$ cat config.mk
export PLATFORM = sky130hd
export DESIGN_NAME = fx_insn_decoder
export DESIGN_NICKNAME = d
export VERILOG_FILES = /design/src/rtl/fx_dec_pkg.sv /design/src/rtl/fx_dec_ctrl.sv /design/src/rtl/fx_dec_dpath.sv /design/src/rtl/fx_insn_decoder.sv
export SDC_FILE = /design/constraint.sdc
export NUM_CORES = 1
export LEC_CHECK = 0
export BUFFER_PORTS_ARGS = -buffer_cell sky130_fd_sc_hd__buf_2
export CAP_MARGIN = 20
export CORE_ASPECT_RATIO = 1.5
export CORE_MARGIN = 2
export CORE_UTILIZATION = 42
export DETAILED_ROUTE_END_ITERATION = 7
export PLACE_DENSITY = 0.89
export SLEW_MARGIN = 30
export SYNTH_ARGS = -nofsm -noshare
export SYNTH_HDL_FRONTEND = slang
export SYNTH_SLANG_ARGS = --single-unit
$ cat constraint.sdc
create_clock -name vclk -period 7.6
set_input_delay 1.52 -clock vclk [all_inputs]
set_output_delay 1.52 -clock vclk [all_outputs]
set_load 0.02 [all_outputs]
$ cat src/rtl/fx_dec_pkg.sv
package fx_dec_pkg;

  typedef enum logic [1:0] {FU_NONE = 2'd0, FU_ALU = 2'd1, FU_LOGIC = 2'd2, FU_GPU = 2'd3} fu_e;

  typedef enum logic [3:0] {
    OP_ILLEGAL = 4'd0, OP_ADD = 4'd1, OP_SUBF = 4'd2, OP_NEG = 4'd3,
    OP_CMP = 4'd4, OP_AND = 4'd5, OP_OR = 4'd6, OP_XOR = 4'd7,
    OP_NAND = 4'd8, OP_EQV = 4'd9, OP_ANDC = 4'd10, OP_ORC = 4'd11,
    OP_GPU = 4'd12
  } op_e;

  typedef enum logic [1:0] {FORM_NONE = 2'd0, FORM_D = 2'd1, FORM_X = 2'd2, FORM_XO = 2'd3} form_e;
  typedef enum logic [1:0] {IN1_NONE = 2'd0, IN1_RA = 2'd1, IN1_RA0 = 2'd2, IN1_RS = 2'd3} in1_e;
  typedef enum logic [2:0] {
    IN2_NONE = 3'd0, IN2_RB = 3'd1, IN2_SI = 3'd2, IN2_SIHI = 3'd3, IN2_UI = 3'd4, IN2_UIHI = 3'd5
  } in2_e;
  typedef enum logic [1:0] {OUT_NONE = 2'd0, OUT_RT = 2'd1, OUT_RA = 2'd2} out_e;
  typedef enum logic [1:0] {RC_NONE = 2'd0, RC_ONE = 2'd1, RC_BIT = 2'd2} rc_e;
  typedef enum logic [1:0] {CRY_ZERO = 2'd0, CRY_ONE = 2'd1, CRY_CA = 2'd2} cry_e;

  // Fields the datapath needs to shape register, immediate and flag outputs
  typedef struct packed {
    in1_e in1;
    in2_e in2;
    out_e out;
    rc_e  rc;
    logic oeUse;
  } dpStrobe_t;

  typedef struct packed {
    fu_e   fu;
    op_e   op;
    form_e form;
    cry_e  cry;
    logic  illegal;
  } decHdr_t;

  typedef struct packed {
    decHdr_t   hdr;
    dpStrobe_t stb;
  } decRow_t;

  function automatic decRow_t mkRow(fu_e fu, op_e op, form_e form, in1_e in1, in2_e in2,
                                    out_e out, rc_e rc, cry_e cry, logic oeUse);
    decRow_t r;
    r.hdr = '{fu: fu, op: op, form: form, cry: cry, illegal: 1'b0};
    r.stb = '{in1: in1, in2: in2, out: out, rc: rc, oeUse: oeUse};
    return r;
  endfunction

  function automatic decRow_t illegalRow();
    decRow_t r;
    r = mkRow(FU_NONE, OP_ILLEGAL, FORM_NONE, IN1_NONE, IN2_NONE, OUT_NONE, RC_NONE, CRY_ZERO, 1'b0);
    r.hdr.illegal = 1'b1;
    return r;
  endfunction

endpackage

$ cat src/rtl/fx_dec_ctrl.sv
module fx_dec_ctrl
  import fx_dec_pkg::*;
#(
  parameter int PRIM_W      = 6,
  parameter int EXT_W       = 10,
  parameter int GPU_PRIMARY = 22
) (
  input  logic [PRIM_W-1:0] primOp,
  input  logic [EXT_W-1:0]  extOp,
  input  logic              gpuEn,
  output decHdr_t           hdr,
  output dpStrobe_t         strobe
);
  localparam int XO_W = EXT_W - 1;

  decRow_t xoRow, xRow, topRow;
  logic    xoHit, xHit;

  // Level 2a: XO slice, overflow bit excluded from the match
  always_comb begin
    xoHit = 1'b1;
    unique case (extOp[XO_W-1:0])
      9'd266:  xoRow = mkRow(FU_ALU, OP_ADD,  FORM_XO, IN1_RA, IN2_RB,   OUT_RT, RC_BIT, CRY_ZERO, 1'b1);
      9'd40:   xoRow = mkRow(FU_ALU, OP_SUBF, FORM_XO, IN1_RA, IN2_RB,   OUT_RT, RC_BIT, CRY_ONE,  1'b1);
      9'd104:  xoRow = mkRow(FU_ALU, OP_NEG,  FORM_XO, IN1_RA, IN2_NONE, OUT_RT, RC_BIT, CRY_ONE,  1'b1);
      9'd138:  xoRow = mkRow(FU_ALU, OP_ADD,  FORM_XO, IN1_RA, IN2_RB,   OUT_RT, RC_BIT, CRY_CA,   1'b1);
      9'd202:  xoRow = mkRow(FU_ALU, OP_ADD,  FORM_XO, IN1_RA, IN2_NONE, OUT_RT, RC_BIT, CRY_CA,   1'b1);
      default: begin xoHit = 1'b0; xoRow = illegalRow(); end
    endcase
  end

  // Level 2b: full X slice
  always_comb begin
    xHit = 1'b1;
    unique case (extOp)
      10'd0:   xRow = mkRow(FU_ALU,   OP_CMP,  FORM_X, IN1_RA, IN2_RB, OUT_NONE, RC_NONE, CRY_ZERO, 1'b0);
      10'd28:  xRow = mkRow(FU_LOGIC, OP_AND,  FORM_X, IN1_RS, IN2_RB, OUT_RA,   RC_BIT,  CRY_ZERO, 1'b0);
      10'd444: xRow = mkRow(FU_LOGIC, OP_OR,   FORM_X, IN1_RS, IN2_RB, OUT_RA,   RC_BIT,  CRY_ZERO, 1'b0);
      10'd316: xRow = mkRow(FU_LOGIC, OP_XOR,  FORM_X, IN1_RS, IN2_RB, OUT_RA,   RC_BIT,  CRY_ZERO, 1'b0);
      10'd476: xRow = mkRow(FU_LOGIC, OP_NAND, FORM_X, IN1_RS, IN2_RB, OUT_RA,   RC_BIT,  CRY_ZERO, 1'b0);
      10'd284: xRow = mkRow(FU_LOGIC, OP_EQV,  FORM_X, IN1_RS, IN2_RB, OUT_RA,   RC_BIT,  CRY_ZERO, 1'b0);
      10'd60:  xRow = mkRow(FU_LOGIC, OP_ANDC, FORM_X, IN1_RS, IN2_RB, OUT_RA,   RC_BIT,  CRY_ZERO, 1'b0);
      10'd412: xRow = mkRow(FU_LOGIC, OP_ORC,  FORM_X, IN1_RS, IN2_RB, OUT_RA,   RC_BIT,  CRY_ZERO, 1'b0);
      default: begin xHit = 1'b0; xRow = illegalRow(); end
    endcase
  end

  // Level 1: primary opcode, descending into level 2 only for group 31
  always_comb begin
    topRow = illegalRow();
    if (primOp == PRIM_W'(GPU_PRIMARY)) begin
      if (gpuEn)
        topRow = mkRow(FU_GPU, OP_GPU, FORM_X, IN1_RA, IN2_RB, OUT_RT, RC_BIT, CRY_ZERO, 1'b0);
    end else begin
      unique case (primOp)
        6'd14: topRow = mkRow(FU_ALU,   OP_ADD, FORM_D, IN1_RA0, IN2_SI,   OUT_RT,   RC_NONE, CRY_ZERO, 1'b0);
        6'd15: topRow = mkRow(FU_ALU,   OP_ADD, FORM_D, IN1_RA0, IN2_SIHI, OUT_RT,   RC_NONE, CRY_ZERO, 1'b0);
        6'd11: topRow = mkRow(FU_ALU,   OP_CMP, FORM_D, IN1_RA,  IN2_SI,   OUT_NONE, RC_NONE, CRY_ZERO, 1'b0);
        6'd28: topRow = mkRow(FU_LOGIC, OP_AND, FORM_D, IN1_RS,  IN2_UI,   OUT_RA,   RC_ONE,  CRY_ZERO, 1'b0);
        6'd24: topRow = mkRow(FU_LOGIC, OP_OR,  FORM_D, IN1_RS,  IN2_UI,   OUT_RA,   RC_NONE, CRY_ZERO, 1'b0);
        6'd25: topRow = mkRow(FU_LOGIC, OP_OR,  FORM_D, IN1_RS,  IN2_UIHI, OUT_RA,   RC_NONE, CRY_ZERO, 1'b0);
        6'd26: topRow = mkRow(FU_LOGIC, OP_XOR, FORM_D, IN1_RS,  IN2_UI,   OUT_RA,   RC_NONE, CRY_ZERO, 1'b0);
        6'd27: topRow = mkRow(FU_LOGIC, OP_XOR, FORM_D, IN1_RS,  IN2_UIHI, OUT_RA,   RC_NONE, CRY_ZERO, 1'b0);
        6'd31: topRow = xoHit ? xoRow : (xHit ? xRow : illegalRow());
        default: topRow = illegalRow();
      endcase
    end
  end

  assign hdr    = topRow.hdr;
  assign strobe = topRow.stb;
endmodule

$ cat src/rtl/fx_dec_dpath.sv
module fx_dec_dpath
  import fx_dec_pkg::*;
#(
  parameter int REG_W = 5,
  parameter int IMM_W = 16,
  parameter int XLEN  = 64
) (
  input  dpStrobe_t        strobe,
  input  logic [REG_W-1:0] rtF,
  input  logic [REG_W-1:0] raF,
  input  logic [REG_W-1:0] rbF,
  input  logic [IMM_W-1:0] dF,
  input  logic             oeBit,
  input  logic             rcBit,
  output logic [REG_W-1:0] regA,
  output logic             regAOk,
  output logic [REG_W-1:0] regB,
  output logic             regBOk,
  output logic [REG_W-1:0] regOut,
  output logic             regOutOk,
  output logic [XLEN-1:0]  imm,
  output logic             immOk,
  output logic             recordEn,
  output logic             ovEnable
);
  localparam int LO_EXT = XLEN - IMM_W;
  localparam int HI_EXT = XLEN - 2 * IMM_W;

  logic [XLEN-1:0] sLo, sHi, uLo, uHi;
  assign sLo = {{LO_EXT{dF[IMM_W-1]}}, dF};
  assign sHi = {{HI_EXT{dF[IMM_W-1]}}, dF, {IMM_W{1'b0}}};
  assign uLo = {{LO_EXT{1'b0}}, dF};
  assign uHi = {{HI_EXT{1'b0}}, dF, {IMM_W{1'b0}}};

  always_comb begin
    regA = '0; regAOk = 1'b0;
    unique case (strobe.in1)
      IN1_RA:  begin regA = raF; regAOk = 1'b1; end
      IN1_RA0: begin regAOk = (raF != '0); regA = raF; end
      IN1_RS:  begin regA = rtF; regAOk = 1'b1; end
      default: ;
    endcase
  end

  always_comb begin
    regB = '0; regBOk = 1'b0; imm = '0; immOk = 1'b0;
    unique case (strobe.in2)
      IN2_RB:   begin regB = rbF; regBOk = 1'b1; end
      IN2_SI:   begin imm = sLo; immOk = 1'b1; end
      IN2_SIHI: begin imm = sHi; immOk = 1'b1; end
      IN2_UI:   begin imm = uLo; immOk = 1'b1; end
      IN2_UIHI: begin imm = uHi; immOk = 1'b1; end
      default: ;
    endcase
  end

  always_comb begin
    regOut = '0; regOutOk = 1'b0;
    unique case (strobe.out)
      OUT_RT:  begin regOut = rtF; regOutOk = 1'b1; end
      OUT_RA:  begin regOut = raF; regOutOk = 1'b1; end
      default: ;
    endcase
  end

  assign recordEn = (strobe.rc == RC_ONE) | ((strobe.rc == RC_BIT) & rcBit);
  assign ovEnable = strobe.oeUse & oeBit;
endmodule

$ cat src/rtl/fx_insn_decoder.sv
module fx_insn_decoder
  import fx_dec_pkg::*;
#(
  parameter int XLEN        = 64,
  parameter int GPU_PRIMARY = 22
) (
  input  logic [31:0]     insn,
  input  logic            gpuEn,
  output logic            illegal,
  output logic [1:0]      fnUnit,
  output logic [3:0]      intOp,
  output logic [1:0]      form,
  output logic [1:0]      in1Sel,
  output logic [2:0]      in2Sel,
  output logic [1:0]      outSel,
  output logic [1:0]      rcSel,
  output logic [1:0]      cryIn,
  output logic [4:0]      regA,
  output logic            regAOk,
  output logic [4:0]      regB,
  output logic            regBOk,
  output logic [4:0]      regOut,
  output logic            regOutOk,
  output logic [XLEN-1:0] imm,
  output logic            immOk,
  output logic            recordEn,
  output logic            ovEnable
);
  decHdr_t   hdr;
  dpStrobe_t strobe;

  fx_dec_ctrl #(.PRIM_W(6), .EXT_W(10), .GPU_PRIMARY(GPU_PRIMARY)) u_ctrl (
    .primOp(insn[31:26]), .extOp(insn[10:1]), .gpuEn(gpuEn), .hdr(hdr), .strobe(strobe)
  );

  fx_dec_dpath #(.REG_W(5), .IMM_W(16), .XLEN(XLEN)) u_dpath (
    .strobe(strobe), .rtF(insn[25:21]), .raF(insn[20:16]), .rbF(insn[15:11]), .dF(insn[15:0]),
    .oeBit(insn[10]), .rcBit(insn[0]),
    .regA(regA), .regAOk(regAOk), .regB(regB), .regBOk(regBOk),
    .regOut(regOut), .regOutOk(regOutOk), .imm(imm), .immOk(immOk),
    .recordEn(recordEn), .ovEnable(ovEnable)
  );

  assign illegal = hdr.illegal;
  assign fnUnit  = hdr.fu;
  assign intOp   = hdr.op;
  assign form    = hdr.form;
  assign cryIn   = hdr.cry;
  assign in1Sel  = strobe.in1;
  assign in2Sel  = strobe.in2;
  assign outSel  = strobe.out;
  assign rcSel   = strobe.rc;
endmodule

; ---- Yosys cells after proc, flatten, opt, wreduce, memory -nomap -nowiden
; Index checks and enable logic that the tools add are counted.
[word_totals]
register_bits = 0
latchBits = 0
mem_bits_rw = 0
mem_bits_ro = 0
inputBits = 33
mem_count = 0
[op_classes]
addsub = 0
n_mul = 0
div = 0
order_cmp = 0
eq_ne = 34
n_shift = 0
n_mux = 17
bitwise = 3
n_reduce_logical = 8
[ops]
columns = op, n
row1 = case mux 64 bit (4 select lines), 1
row2 = case mux 21 bit (9 select lines), 1
row3 = case mux 21 bit (8 select lines), 1
row4 = case mux 20 bit (5 select lines), 1
row5 = two-way mux 21 bit, 4
row6 = == test 10 x 9 -> 1 bit (second input constant), 5
row7 = == test 6 x 5 -> 1 bit (second input constant), 7
row8 = case mux 5 bit (2 select lines), 2
row9 = == test 6 x 4 -> 1 bit (second input constant), 3
row10 = == test 9 x 8 -> 1 bit (second input constant), 2
row11 = == test 10 x 5 -> 1 bit (second input constant), 1
row12 = == test 10 x 6 -> 1 bit (second input constant), 1
row13 = logical NOT 10 bit, 1
row14 = == test 9 x 6 -> 1 bit (second input constant), 1
row15 = == test 9 x 7 -> 1 bit (second input constant), 1
row16 = == test 9 bit (second input constant), 1
row17 = == test 2 bit (second input constant), 4
row18 = OR reduction 8 bit, 1
row19 = == test 2 x 1 -> 1 bit (second input constant), 3
row20 = == test 3 x 2 -> 1 bit (second input constant), 2
row21 = == test 3 bit (second input constant), 2
row22 = OR reduction 2 bit, 3
row23 = two-way mux 1 bit, 5
row24 = two-way mux 5 bit, 1
row25 = 7 further kinds, 8

; ---- Depth between registers and ports, before layout
; Gate-level depths: netlist of the first run.
[logic_depth]
ltp_word = 10
ltp_mapped = 11
ltp_nobuf = 9

; ---- Modules after synthesis
; A second synthesis of the first run with hierarchy kept.
[hier_totals]
hier_cells = 250
area_unflattened_um2 = 1522.7
[by_module_without_submodules]
columns = mod, n_inst, cells_per_inst, area_per_inst_um2
row1 = fx_dec_dpath, 1, 138, 868.3
row2 = fx_dec_ctrl, 1, 112, 654.4

; ---- Worst setup path before layout of the first run
; No wires, ideal clock.
[synth_path]
path_type = input -> output
startpoint = input port insn[31]
endpoint = output port regAOk
arrival_time_ps = 3656
slack_ps = 2424
path_stages = 9
path_buffers = 1
cell_sequence = nand2b_2 > or3_1 > buf_2 > a2111o_1 > nor2b_4 > o21ai_1 > ha_1 > o21ai_0 > a31oi_1
[synth_via]
elab_chain_len = 6
elab_cells_between_ends = 17
cone_classes = eq/ne (13) / mux (3) / reduce/logical (1)
[synth_lines]
columns = item, line
row1 = start: declaration, fx_insn_decoder.sv:7  ; input logic [31:0] insn,
row2 = == test 6 x 5 -> 1 bit / == test 6 x 4 -> 1 bit (equally long branches), fx_dec_ctrl.sv:55  ; unique case (primOp)
row3 = case mux 21 bit (9 select lines), fx_dec_ctrl.sv:55
row4 = two-way mux 21 bit *, fx_dec_ctrl.sv:51  ; if (primOp == PRIM_W'(GPU_PRIMARY)) begin
row5 = net in1Sel[1], fx_insn_decoder.sv:13  ; output logic [1:0] in1Sel,
row6 = == test 2 x 1 -> 1 bit / == test 2 bit (equally long branches), fx_dec_dpath.sv:37  ; unique case (strobe.in1)
row7 = OR reduction 2 bit (no line), -
row8 = case mux 1 bit (2 select lines) *, fx_dec_dpath.sv:37
row9 = end: declaration, fx_insn_decoder.sv:19  ; output logic regAOk,
; Mark *: on every way through the listed nets, which the timed path passes. The rest lies on a longest branch.

; ---- Final worst setup path of the first run
[layout_path]
startpoint = input port insn[8]
endpoint = output port regA[2]
[layout_via]
elab_chain_len = 10
elab_cells_between_ends = 28
cone_classes = eq/ne (15) / mux (9) / reduce/logical (4)
[layout_lines]
columns = item, line
row1 = "== test 10 x 5 -> 1 bit, or another cell as far along", fx_dec_ctrl.sv:35  ; unique case (extOp)
row2 = OR reduction 8 bit (no line), -
row3 = two-way mux 1 bit, fx_dec_ctrl.sv:35
row4 = two-way mux 21 bit, fx_dec_ctrl.sv:64  ; 6'd31: topRow = xoHit ? xoRow : (xHit ? xRow : illegalRow());
row5 = two-way mux 21 bit *, fx_dec_ctrl.sv:64
row6 = case mux 21 bit (9 select lines) *, fx_dec_ctrl.sv:55
row7 = two-way mux 21 bit *, fx_dec_ctrl.sv:51
row8 = == test 2 x 1 -> 1 bit / == test 2 bit (equally long branches), fx_dec_dpath.sv:37
row9 = OR reduction 2 bit (no line), -
row10 = case mux 5 bit (2 select lines) *, fx_dec_dpath.sv:37
row11 = end: declaration, fx_insn_decoder.sv:18  ; output logic [4:0] regA,
; Every way passes the cells marked *; elsewhere a longest branch is shown, timed or not.

==> results of run 1 <==
logic make-up after synthesis:
group | after synthesis
buf+inv | 51
xor+xnor | 1
simple gates | 100
mux | 1
fa+ha+maj | 6
compound gates | 63
metal layers:
| layer | track usage [%] | vias to the layer above |
|---|---|---|
| met4 | 8.19 | 0 |
| met5 | 0 | - |
| met3 | 2.75 | 17 |
| met2 | 42.6 | 145 |
| met1 | 25.9 | 905 |
| li1 | - | 960 |
layout make-up:
type	count	share of cell area, %
multi-input combinational	171	58.9
tap	42	2.78
timing repair buffer	139	36.9
inverter	7	1.39
cells in the final DEF (no fill, tap or decap), types with 3 or more instances in the layout:
cell type  instances
or3_1              3
buf_2            138
a21boi_1           5
nand3_1            3
a21o_1            18
nor2_1            18
a21oi_1            5
o21ai_0            4
and2_1            17
nand2b_1           5
nand2_1           20
nor3_1            12
nor2b_1            6
a22oi_1           11
ha_1               6
inv_1              6
worst max-delay path, stage by stage:
cell and delay (ps):
buf_2 180, or3b_2 500, o211ai_2 260, o2bb2ai_2 170, o21ai_1 140, and2_1 270, ha_1 350, a22oi_1 200
nor2_1 50, buf_2 150
worst paths after layout:
check / endpoint / slack [ps] / cells after the start
max: regA[2] / 2280 / 10
min: imm[28] / 3380 / 3
metrics by stage:
| stage | area, sq um | util (%) | power, mW |
|---|---|---|---|
| final | 1890 | 57.0 | 0.0808 |
| after detailed placement | 1890 | 57.0 | 0.0797 |
| after floorplan | 1430 | - | 0.0526 |
| after global placement | 1890 | 57.0 | 0.0784 |
| after global routing | 1890 | 57.0 | 0.0873 |
| after CTS | 1890 | 57.0 | 0.0800 |
power by group through the flow:
stage / clock network, mW / registers, mW / logic [mW]
floorplan: 0 / 0 / 0.0526
global placement: 0 / 0 / 0.0784
detailed placement: 0 / 0 / 0.0797
CTS: 0 / 0 / 0.0800
global route: 0 / 0 / 0.0873
finish: 0 / 0 / 0.0808
==> impl_metrics.csv, run 1 <==
group,metric,value,unit
placed_design,dp.cells,359,
detailed_routing,drc,0,
critical_path,crit_fanout,14,
synthesis,synth.distinct_cells,49,
detailed_routing,vias,2027,
outcome,status,"complete, no violations",
sta,setup_slack,2280,ps
cells_and_area,area.growth.synth_to_final,32.2,%
detailed_routing,routedWlPerCell,14.1,microns
cells_and_area,regArea,0,sq um
detailed_routing,firstDrtPassIters,4,
synthesis,synth_mux_area_share,0.787,%
synthesis,synthSimpleGateAreaFrac,38.2,%
global_route,grt_max_degree,33,
synthesis,synth_top_family_by_area,"simple AND/OR/NAND/NOR gates",
worst_hold_path,min_from,"insn[12]",
synthesis,netlist.top_cell.by_area,"buf_4",
sta,fmax,0.188,GHz
power_and_ir_drop,p_clk_share,0,%
floorplanning,die_y,75.5,microns
cells_and_area,drive_above_1_share,46.7,%
synthesis,yosysMostFrequentCell,"buf_4",
cells_and_area,final_cells,359,
clock_network,post_cts_buffers,0,
sta,hold_viol,0,
placed_design,gp_congestion,0.976,
synthesis,synth_compound_gate_area_share,33.0,%
power_and_ir_drop,netSwitchingFraction,64.3,%
synthesis,synth.top_cells.by_area,"buf_4 (16%), a21o_1 (9.4%), and2_1 (7.4%), a22oi_1 (5.8%), ha_1 (5.2%)",
global_route,overflow,0,
sta,setup_tns,0,ps
critical_path,cp-end-kind,"primary output",
synthesis,synth_fa_ha_area_share,5.24,%
clock_network,cts_resized,0,
detailed_routing,wl,5050,microns
sta,whs,3380,ps
sta,max_slew_margin,39.0,%
floorplanning,core,3320,sq um
synthesis,syn_inst,222,
detailed_routing,wl_met3,548,microns
synthesis,netlist.area_leader.share,16.3,%
sta,layout_worst_path_cycle_share,70.0,%
global_route,grt_pass1_vias,1631,
detailed_routing,wl_met1,1790,microns
synthesis,syn-num-nets,261,
power_and_ir_drop,p_int,0.0288,mW
power_and_ir_drop,power_switching,0.0520,mW
floorplanning,io_pins,138,
global_route,grt_pass1_wl,7180,microns
synthesis,synth_area,1430,sq um
placed_design,portBuffers,138,
clock_network,postCtsHoldBufs,0,
detailed_routing,vias_per_cell,5.65,
critical_path,cp.required,6080,ps
floorplanning,start_util,43.1,%
power_and_ir_drop,powerDensity,42.7,nW/um^2
sta,setup_viol,0,
synthesis,synth_area_per_cell,6.45,sq um
sta,grt_setup_unrepaired,"false",
synthesis,synth-xor-area-share,0.612,%
power_and_ir_drop,pwr-share-comb,100.0,%
cells_and_area,multiInputGateArea,1110,sq um
worst_hold_path,hp-class,"primary input to primary output",
global_route,track_usage,22.7,%
detailed_routing,highest_layer,"met4",
critical_path,arrival,3800,ps
power_and_ir_drop,ir_drop,24.7,uV
placed_design,place_ws,2310,ps
synthesis,synth_common_cells,"buf_4 (31), nand2_1 (20), a21o_1 (18), nor2_1 (18), and2_1 (17)",
cells_and_area,nets,358,
run,max_cap_viol_count,0,
detailed_routing,drtAntennaViolNets,0,
placed_design,dpl.hpwl,4160,microns
floorplanning,rows,26,
detailed_routing,wl_met2,2570,microns
cells_and_area,final.fill_count,337,
critical_path,startpoint_type,"primary input",
sta,worstMarginPinSlew,911,ps
power_and_ir_drop,p_seq_share,0,%
cells_and_area,diodes,0,
detailed_routing,drt-initial-drc-count,71,
critical_path,critPathKind,"primary input to primary output",
cells_and_area,clockBufferCount,0,
sta,min_period,5320,ps
power_and_ir_drop,power_leakage,1.30,nW
synthesis,yosysWarnings,0,
floorplanning,die_x,51.7,microns
floorplanning,die_area,3900,sq um
critical_path,crit_start,"insn[8]",
synthesis,ys_seq_area_share,0,%
cells_and_area,seq_cell_count,0,
global_route,antenna_found_initial,0,
sta,slew_viol_final,0,
No activity file was read; power rests on OpenSTA's default activity.
==> run 2: changes to the inputs <==
--- a/config.mk
+++ b/config.mk
@@ -9,9 +9,9 @@
 export CAP_MARGIN = 20
 export CORE_ASPECT_RATIO = 1.5
 export CORE_MARGIN = 2
-export CORE_UTILIZATION = 42
+export CORE_UTILIZATION = 35
 export DETAILED_ROUTE_END_ITERATION = 7
-export PLACE_DENSITY = 0.89
+export PLACE_DENSITY = 0.79
 export SLEW_MARGIN = 30
 export SYNTH_ARGS = -nofsm -noshare
 export SYNTH_HDL_FRONTEND = slang
==> constraint.sdc (replaced) <==
create_clock -name vclk -period 4.33
set_input_delay 0.866 -clock vclk [all_inputs]
set_output_delay 0.866 -clock vclk [all_outputs]
set_load 0.02 [all_outputs]
==> impl_metrics.csv, run 2 (synthesized netlist as in run 1, its figures left out) <==
group,metric,value,unit
outcome,status,"complete, no violations",
critical_path,cp-end-kind,"primary output",
sta,worstMarginPinSlew,709,ps
critical_path,arrival,3150,ps
global_route,antenna_found_initial,0,
sta,grt_setup_unrepaired,"false",
global_route,grt_pass1_vias,1709,
global_route,track_usage,20.3,%
clock_network,postCtsHoldBufs,0,
placed_design,portBuffers,138,
critical_path,crit_start,"insn[31]",
cells_and_area,final_core_util,48.7,%
floorplanning,die_x,56.2,microns
cells_and_area,nets,360,
floorplanning,rows,28,
sta,setup_tns,0,ps
floorplanning,start_util,36.5,%
cells_and_area,layout_commonest_cell,"buf_2",
floorplanning,io_pins,138,
floorplanning,die_y,82.3,microns
cells_and_area,drive_above_1_share,47.0,%
sta,hold_viol,0,
global_route,grt_pass1_wl,7770,microns
run,max_cap_viol_count,0,
cells_and_area,clockBufferCount,0,
worst_hold_path,hp-class,"primary input to primary output",
sta,setup_viol,0,
critical_path,critPathTopFamily,"simple AND/OR/NAND/NOR gates",
critical_path,startpoint_type,"primary input",
cells_and_area,stdcell_area,1910,sq um
global_route,grt_max_degree,33,
global_route,overflow,0,
placed_design,dpl.hpwl,4450,microns
detailed_routing,wl,5290,microns
detailed_routing,vias_per_cell,5.40,
sta,min_period,4020,ps
clock_network,post_cts_buffers,0,
clock_network,cts_resized,0,
detailed_routing,firstDrtPassIters,4,
detailed_routing,drtAntennaViolNets,0,
placed_design,gp_congestion,0.965,
critical_path,crit_fanout,7,
critical_path,cp.required,3460,ps
floorplanning,die_area,4630,sq um
placed_design,placed_cell_area,1910,sq um
sta,fmax,0.249,GHz
detailed_routing,vias,1966,
cells_and_area,regArea,0,sq um
critical_path,cpMaxStageDelayCell,"nor3_1",
power_and_ir_drop,powerDensity,75.3,nW/um^2
worst_hold_path,min_from,"insn[13]",
sta,max_slew_margin,52.4,%
critical_path,path_cells,"buf_2 > nand2b_2 > nor3_1 > o21ai_1 > and2_1 > ha_1 > a22oi_1 > nor2_1 > buf_2",
critical_path,worstPathBufferInverterCount,2,
critical_path,crit_top_cell,"buf_2",
cells_and_area,diodes,0,
cells_and_area,layout_common_cells,"buf_2 (138), nand2_1 (20), nor2_1 (18), a21o_1 (18), and2_1 (17)",
critical_path,critPathKind,"primary input to primary output",
detailed_routing,drc,0,
power_and_ir_drop,ir_drop,55.8,uV
sta,slew_viol_final,0,
power_and_ir_drop,power_leakage,1.31,nW
cells_and_area,seq_cell_count,0,
detailed_routing,drt-initial-drc-count,63,
floorplanning,core,3920,sq um
power_and_ir_drop,power,0.144,mW
detailed_routing,routedWlPerCell,14.5,microns
sta,layout_worst_path_cycle_share,92.8,%
cells_and_area,area.growth.synth_to_final,33.5,%
critical_path,cpPeakStageDelay,620,ps
run 2: metrics by stage:
stage	worst slack, ps	std cells	hold WS (ps)
2_1_floorplan	462	222	1870
3_3_place_gp	417	364	2070
3_5_place_dp	336	364	2070
4_1_cts	327	364	2070
5_1_grt	108	364	2090
6_report	311	364	2070
run 2: per-layer routing:
metal | GRT usage, % | routed length, microns | vias to the layer above
li1 | - | - | 955
met1 | 21.2 | 1860 | 888
met2 | 40.6 | 2840 | 111
met3 | 2.96 | 463 | 12
met4 | 7.38 | 124 | 0
met5 | 0 | 0 | -
run 2: power by group:
part | switching (mW) | internal (mW) | leakage [nW]
registers | 0 | 0 | 0
clock network | 0 | 0 | 0
logic | 0.0926 | 0.0513 | 1.31
run 2: layout make-up:
class              count  area (sq um)
fillers              439          2010
multi-input cells    171          1110
repair buffers       141           713
well taps             45          56.3
inverters              7          26.3
run 2: worst paths after layout:
| check | cells after the start | slack (ps) | to |
|---|---|---|---|
| setup / recovery | 9 | 310 | regA[3] |
| hold / removal | 3 | 2070 | imm[29] |
run 2: worst min-delay path: stages:
cell and delay [ps]:
buf_2 90, a21o_1 100, buf_2 150
==> run 3: changes to the inputs <==
--- a/config.mk
+++ b/config.mk
@@ -8,10 +8,11 @@
 export BUFFER_PORTS_ARGS = -buffer_cell sky130_fd_sc_hd__buf_2
 export CAP_MARGIN = 20
 export CORE_ASPECT_RATIO = 1.5
-export CORE_MARGIN = 2
+export CORE_MARGIN = 1
 export CORE_UTILIZATION = 35
 export DETAILED_ROUTE_END_ITERATION = 7
 export PLACE_DENSITY = 0.79
+export RECOVER_POWER = 25
 export SLEW_MARGIN = 30
 export SYNTH_ARGS = -nofsm -noshare
 export SYNTH_HDL_FRONTEND = slang
==> impl_metrics.csv, run 3 (synthesized netlist as in run 1, its figures left out) <==
group,metric,value,unit
worst_hold_path,hp-class,"primary input to primary output",
cells_and_area,regArea,0,sq um
critical_path,crit_top_cell,"buf_2",
sta,setup_viol,0,
sta,setup_tns,0,ps
cells_and_area,final_core_util,48.0,%
clock_network,post_cts_buffers,0,
clock_network,cts_resized,0,
global_route,grt-busiest-layer,"met2",
critical_path,cpMaxStageDelayCell,"or3b_2",
floorplanning,die_y,80.3,microns
power_and_ir_drop,ir_drop,50.9,uV
power_and_ir_drop,powerDensity,74.3,nW/um^2
placed_design,placed_cell_area,1920,sq um
detailed_routing,drt-initial-drc-count,60,
clock_network,postCtsHoldBufs,0,
cells_and_area,area.growth.synth_to_final,31.6,%
sta,fmax,0.245,GHz
critical_path,worstPathBufferInverterCount,2,
global_route,met1_usage,22.7,%
cells_and_area,nets,361,
floorplanning,io_pins,138,
global_route,antenna_found_initial,0,
global_route,grt_max_degree,33,
floorplanning,core,3920,sq um
detailed_routing,wl,4860,microns
critical_path,path_cells,"buf_2 > or3b_2 > o211ai_2 > o2bb2ai_2 > o21ai_0 > and2_1 > ha_1 > a22oi_1 > nor2_1 > buf_2",
cells_and_area,stdcell_area,1880,sq um
cells_and_area,clockBufferCount,0,
cells_and_area,layout_commonest_cell,"buf_2",
floorplanning,die_area,4350,sq um
cells_and_area,layout_common_cells,"buf_2 (118), clkbuf_1 (21), nand2_1 (20), nor2_1 (18), a21o_1 (18)",
floorplanning,start_util,36.5,%
global_route,overflow,0,
critical_path,critPathKind,"primary input to primary output",
placed_design,gp_congestion,0.917,
sta,worstMarginPinSlew,609,ps
global_route,track_usage,20.8,%
run,max_cap_viol_count,0,
detailed_routing,drtAntennaViolNets,0,
cells_and_area,seq_cell_count,0,
sta,whs,2080,ps
outcome,status,"complete, no violations",
critical_path,cp-end-kind,"primary output",
critical_path,crit_fanout,14,
detailed_routing,firstDrtPassIters,4,
global_route,grt_pass1_wl,7190,microns
power_and_ir_drop,power,0.140,mW
detailed_routing,drc,0,
critical_path,cpPeakStageDelay,500,ps
global_route,grtUsageMet2,40.9,%
floorplanning,die_x,54.2,microns
sta,min_period,4070,ps
placed_design,portBuffers,138,
detailed_routing,vias_per_cell,5.42,
global_route,grt_pass1_vias,1631,
detailed_routing,routedWlPerCell,13.3,microns
power_and_ir_drop,power_leakage,1.23,nW
sta,layout_worst_path_cycle_share,94.1,%
critical_path,cp.required,3460,ps
sta,grt_setup_unrepaired,"false",
sta,hold_viol,0,
sta,max_slew_margin,59.3,%
cells_and_area,drive_above_1_share,40.3,%
cells_and_area,diodes,0,
global_route,met3_usage,2.08,%
critical_path,arrival,3210,ps
critical_path,startpoint_type,"primary input",
detailed_routing,vias,1978,
placed_design,dpl.hpwl,4070,microns
critical_path,critPathTopFamily,"compound AO/OA/AOI/OAI gates",
sta,slew_viol_final,0,
floorplanning,rows,28,
-- run 3: cell count changes in the layout (fill, tap and decap cells not counted) --
cell,change
clkbuf_1,+21
buf_2,-20
o211ai_1,+1
o211ai_2,-1
o21ai_0,+1
o21ai_1,-1
-- run 3: worst paths after layout --
path,from,to,slack [ps],cells after the start
worst max-delay path,insn[8],regA[1],260,10
worst min-delay path,insn[11],imm[27],2080,3
-- run 3: tightest hold or removal path, delay by kind of cell --
| kind | cells | cell delay [ps] |
|---|---|---|
| AOI/OAI and AO/OA | 1 | 100 |
| buffers and inverters | 2 | 250 |
-- run 3: power breakdown --
| part | switching (mW) | internal [mW] |
|---|---|---|
| Combinational | 0.0907 | 0.0494 |
| Sequential | 0 | 0 |
| Clock | 0 | 0 |
-- run 3: area by class of cell --
cell class         instances  area [sq um]
multi-input cells        171          1110
fillers                  444          2040
repair buffers           142           692
inverters                  7          26.3
well taps                 45          56.3
-- run 3: metrics by stage --
stage                     instances  worst slack [ps]
after floorplan                 222               462
after global placement          365               409
after detailed placement        365               340
after CTS                       365               320
after global routing            365               156
final                           365               257
-- run 3: routing by layer --
layer / vias to the layer above / part of all wire [%]
met5: - / 0
met4: 0 / 1.6
met3: 10 / 8.7
met2: 121 / 54
met1: 887 / 36
li1: 960 / -
